$ cat src/rtl/seqcmd_pkg.sv
package seqcmd_pkg;

    localparam int ADDR_W     = 15;
    localparam int PREFIX_LEN = 5;
    localparam int STEP_W     = $clog2(PREFIX_LEN + 1);

    typedef logic [ADDR_W-1:0] addr_t;
    typedef logic [STEP_W-1:0] step_t;

    typedef enum logic [1:0] {
        CMD_NONE   = 2'd0,
        CMD_STORE  = 2'd1,
        CMD_RECALL = 2'd2
    } cmd_e;

    typedef struct packed {
        logic  valid;
        logic  write;
        addr_t addr;
    } access_t;

    localparam step_t LAST_STEP   = step_t'(PREFIX_LEN);
    localparam addr_t STORE_ADDR  = 15'h0FC0;
    localparam addr_t RECALL_ADDR = 15'h0C63;

    // unlock prefix, position 0 first
    function automatic addr_t prefix_addr(input int idx);
        case (idx)
            0:       return 15'h0E38;
            1:       return 15'h31C7;
            2:       return 15'h03E0;
            3:       return 15'h3C1F;
            default: return 15'h303F;
        endcase
    endfunction

endpackage

$ cat src/rtl/seqcmd_decode.sv
module seqcmd_decode
    import seqcmd_pkg::*;
(
    input  access_t acc,
    input  step_t   step,
    output logic    hit_prefix,
    output logic    hit_first,
    output cmd_e    final_cmd
);
    logic [PREFIX_LEN-1:0] match_vec;

    for (genvar i = 0; i < PREFIX_LEN; i++) begin : g_match
        assign match_vec[i] = (acc.addr == prefix_addr(i));
    end

    always_comb begin
        hit_first  = match_vec[0];
        hit_prefix = 1'b0;
        if (step < LAST_STEP)
            hit_prefix = match_vec[step];
    end

    always_comb begin
        if (acc.addr == STORE_ADDR)
            final_cmd = CMD_STORE;
        else if (acc.addr == RECALL_ADDR)
            final_cmd = CMD_RECALL;
        else
            final_cmd = CMD_NONE;
    end
endmodule

$ cat src/rtl/seqcmd_track.sv
module seqcmd_track
    import seqcmd_pkg::*;
(
    input  logic    clk,
    input  logic    rst,
    input  logic    busy,
    input  access_t acc,
    input  logic    hit_prefix,
    input  logic    hit_first,
    input  cmd_e    final_cmd,
    output step_t   step_q,
    output cmd_e    cmd_d
);
    step_t step_d;

    always_comb begin
        step_d = step_q;
        cmd_d  = CMD_NONE;
        if (busy) begin
            step_d = '0;
        end else if (acc.valid) begin
            if (acc.write) begin
                step_d = '0;
            end else if (step_q == LAST_STEP) begin
                cmd_d  = final_cmd;
                step_d = (final_cmd == CMD_NONE && hit_first) ? step_t'(1) : '0;
            end else if (hit_prefix) begin
                step_d = step_q + step_t'(1);
            end else if (hit_first) begin
                step_d = step_t'(1);
            end else begin
                step_d = '0;
            end
        end
    end

    always_ff @(posedge clk) begin
        if (rst) step_q <= '0;
        else     step_q <= step_d;
    end
endmodule

$ cat src/rtl/seqcmd_pulse.sv
module seqcmd_pulse
    import seqcmd_pkg::*;
(
    input  logic clk,
    input  logic rst,
    input  cmd_e cmd_d,
    output logic store_q,
    output logic recall_q
);
    always_ff @(posedge clk) begin
        if (rst) begin
            store_q  <= 1'b0;
            recall_q <= 1'b0;
        end else begin
            store_q  <= (cmd_d == CMD_STORE);
            recall_q <= (cmd_d == CMD_RECALL);
        end
    end
endmodule

$ cat src/rtl/seqcmd_detect.sv
module seqcmd_detect
    import seqcmd_pkg::*;
(
    input  logic              clk,
    input  logic              rst,
    input  logic              acc_valid,
    input  logic              acc_write,
    input  logic [ADDR_W-1:0] acc_addr,
    input  logic              busy,
    output logic              cmd_store,
    output logic              cmd_recall
);
    access_t acc;
    step_t   step_q;
    logic    hit_prefix;
    logic    hit_first;
    cmd_e    final_cmd;
    cmd_e    cmd_d;

    assign acc = '{valid: acc_valid, write: acc_write, addr: acc_addr};

    seqcmd_decode u_decode (
        .acc        (acc),
        .step       (step_q),
        .hit_prefix (hit_prefix),
        .hit_first  (hit_first),
        .final_cmd  (final_cmd)
    );

    seqcmd_track u_track (
        .clk        (clk),
        .rst        (rst),
        .busy       (busy),
        .acc        (acc),
        .hit_prefix (hit_prefix),
        .hit_first  (hit_first),
        .final_cmd  (final_cmd),
        .step_q     (step_q),
        .cmd_d      (cmd_d)
    );

    seqcmd_pulse u_pulse (
        .clk      (clk),
        .rst      (rst),
        .cmd_d    (cmd_d),
        .store_q  (cmd_store),
        .recall_q (cmd_recall)
    );
endmodule

$ cat config.mk
export PLATFORM = sky130hd
export DESIGN_NAME = seqcmd_detect
export DESIGN_NICKNAME = d
export VERILOG_FILES = /design/src/rtl/seqcmd_pkg.sv /design/src/rtl/seqcmd_decode.sv /design/src/rtl/seqcmd_track.sv /design/src/rtl/seqcmd_pulse.sv /design/src/rtl/seqcmd_detect.sv
export SDC_FILE = /design/constraint.sdc
export NUM_CORES = 1
export LEC_CHECK = 0
export BUFFER_PORTS_ARGS = -buffer_cell sky130_fd_sc_hd__buf_2
export CAP_MARGIN = 10
export CORE_AREA = 2 2 39 41
export CTS_BUF_LIST = sky130_fd_sc_hd__clkbuf_8 sky130_fd_sc_hd__clkbuf_16
export DETAILED_ROUTE_END_ITERATION = 6
export DIE_AREA = 0 0 41 43
export HOLD_SLACK_MARGIN = 0.02
export PLACE_DENSITY = 0.64
export SYNTH_ARGS = -nofsm -noshare
export SYNTH_HDL_FRONTEND = slang
export SYNTH_SLANG_ARGS = --single-unit
$ cat constraint.sdc
create_clock -name clk -period 2.1 [get_ports clk]
set_input_delay 0 -clock clk [delete_from_list [all_inputs] [get_ports clk]]
set_output_delay 0 -clock clk [all_outputs]
set_load 0.05 [all_outputs]
==> results.txt <==
Area Growth Syn to Fin - 34.8%
CP cell instances - dlygate4sd3_1 > buf_2 > nor4b_1 > nand4_1 > a31oi_1 > o211a_1 > nor2_1 > o311ai_2
clock power share - 54.3%
TritonCTS Sinks - 5
Comb power frac - 15.5%
number of DRC markers in iteration 0 - 15
global-route wire length before repair - 2060 um
Clock Path Buffers - 2
top post-synthesis cells by area - dfxtp_1 (19%), nor2_1 (5.8%), nand4b_1 (5.1%)
GRT overflow - 0
Slew HR - 68.8%
WL final - 1290 um
register area - 100 um^2
Synth area leader - dfxtp_1
max frequency - 556 MHz
Max-cap violations - 0
CP required - 2.23 ns
outcome - finished, final reports clean
vias post-DR - 620
IO Pins - 22
placed cell area - 643 um^2
CTS Hold Bufs - 1
htree depth - 1
per-cell routed wire length - 11.9 um
Post-Syn Area - 518 um^2
ANT cells - 0
crit end category - flip-flop
internal power - 0.000245 W
post-cts resize count - 0
Worst-path clk slew - 0.04 ns
HPWL after DPL - 1090 um
CP Max Fanout - 5
total CTS buffers - 3
CTS root buf - clkbuf_8
net switching power - 0.0000707 W
Final Max Slew Viols - 0
post-layout util - 50.5%
Die W - 41 um
WS Path Type - in -> reg
Hold Fails Final Rpt - 0
sequential share of power - 30.3%
LEAKAGE - 0.278 nW
switching share of power - 22.4%
Clock Latency Late Sink - 0.22 ns
antenna viol nets, final - 0
area of the core - 1380 um^2
post-synth top area share - 19.3%
CTS tree - built
drt via density - 5.74
Initial Util - 37.4%
multi-input logic area - 407 um^2
fill cell count - 143
final worst path period share - 85.6%
Startpoint Class - input pin
Seq/Total Area, Yosys - 19.3%
largest net degree at the start of global routing - 9
PwrDens - 452 nW/um^2
CP peak stage delay - 0.53 ns
unique cell type count in the Yosys netlist - 34
Post-Synthesis Cells - 66
Post-CTS Setup Bufs - 0
Die Height - 43 um
IO buf count - 21
RSZ-0062 raised after global routing - false
row cnt - 14
Finished Cell Area - 698 um^2
# DRC - 0
final setup TNS - 0 ns
Nets - 115
peak supply drop - 135 uV
Hold WC Path Type - in -> reg
Slowest-stage cell, CP - dlygate4sd3_1
vias in the first global route - 542
fin crit period - 1.80 ns
Total Routing Usage GR - 16.8%
Worst Path Arrival - 1.93 ns
Seq cells post-synth - 5
Die ar. - 1760 um^2
RePlAce Congestion - 0.844
synth warn - 0
initial antenna violation count - 0
Worst Max-Slew Pin Slew - 0.462 ns
clk_skew - 0.00508 ns
layout cells sized above 1 - 33.7%
average cell area after synthesis - 7.85 um^2
DRT Pass-1 Iters - 4
# setup viols final - 0
syn nets - 88
[cells by family after synthesis]
kind of cell | share of synthesized area [%]
AND/OR/NAND/NOR | 54.8
AO/OA/AOI/OAI | 18.8
flip-flops | 19.3
buffers and inverters | 2.17
adder cells (fa/ha/maj) | 4.83
[synthesized netlist by cell type, drive strengths merged]
cell,count
nand2,3
and2,2
or3b,1
nand3b,1
nor4bb,1
a21oi,2
nor4b,3
nand4b,3
nor4,1
or2,1
nand2b,2
dfxtp,5
a31oi,2
nor2,8
and3b,1
nand4,2
and4b,2
nor3,3
nor2b,1
o211a,1
inv,3
nand3,4
o21ai,5
ha,2
o41ai,1
and4,1
o31ai,1
a211oi,1
or3,2
o311ai,1
[through the flow]
stage / setup WS [ns] / total power (W) / hold slack (ns) / std cells
floorplan: 0.651 / 0.000114 / 0.0762 / 66
global placement: 0.478 / 0.000144 / 0.230 / 103
detailed placement: 0.490 / 0.000144 / 0.235 / 103
CTS: 0.311 / 0.000320 / 0.0586 / 108
global route: 0.173 / 0.000334 / 0.0774 / 108
finish: 0.302 / 0.000316 / 0.0638 / 108
[cell type report]
class | count | share of cell area [%]
Inverter | 3 | 1.61
Clock inverter | 1 | 0.538
Tap cell | 16 | 2.87
Timing Repair Buffer | 22 | 16.5
Multi-Input combinational cell | 58 | 58.2
Clock buffer | 3 | 5.91
Sequential cell | 5 | 14.3
[critical path: cells and delay by family]
family | cells | cell delay (ns)
buf+inv | 2 | 0.68
simple gates | 3 | 0.63
compound gates | 3 | 0.61
[layer usage]
layer | routed length, um | share of wire (%) | up-vias | track usage, %
met5 | 0 | 0 | - | 0
met4 | 19 | 1.5 | 0 | 10.0
met1 | 589 | 46 | 285 | 21.1
li1 | - | - | 311 | -
met2 | 617 | 48 | 22 | 26.3
met3 | 64 | 5.0 | 2 | 1.57
[worst paths after layout]
kind | start | endpoint | slack (ns) | cells past startpoint
min | acc_addr[8] | u_pulse.store_q | 0.06 | 3
min reg2reg | u_track.step_q[1] | u_track.step_q[1] | 0.53 | 2
max reg2reg | u_track.step_q[0] | u_pulse.recall_q | 0.47 | 4
max | acc_addr[3] | u_track.step_q[0] | 0.30 | 8
[state kept, by name (all words and copies together), names as in the netlist]
| signal | cells |
|---|---|
| u_pulse.recall_q | 1 |
| u_pulse.store_q | 1 |
| u_track.step_q | 3 |
[placed cells by master (no fill, tap or decap), drive strengths merged, types with 2 or more instances in the layout]
master,n
or3,2
nand4b,3
nor2,8
ha,2
nand2b,2
nand4,2
clkbuf,3
o21ai,5
dfxtp,5
inv,4
nand3,4
buf,21
a21oi,2
and2,2
a31oi,2
nor4b,3
nand2,3
and4b,2
nor3,3
[power by group through the flow]
stage / registers [W] / logic [W] / clock network, W
detailed placement: 0.0000969 / 0.0000474 / 0
CTS: 0.0000955 / 0.0000490 / 0.000176
finish: 0.0000955 / 0.0000488 / 0.000171
global placement: 0.0000969 / 0.0000467 / 0
global route: 0.0000954 / 0.0000534 / 0.000185
floorplan: 0.0000969 / 0.0000172 / 0
(Power assumes the default switching activity.)
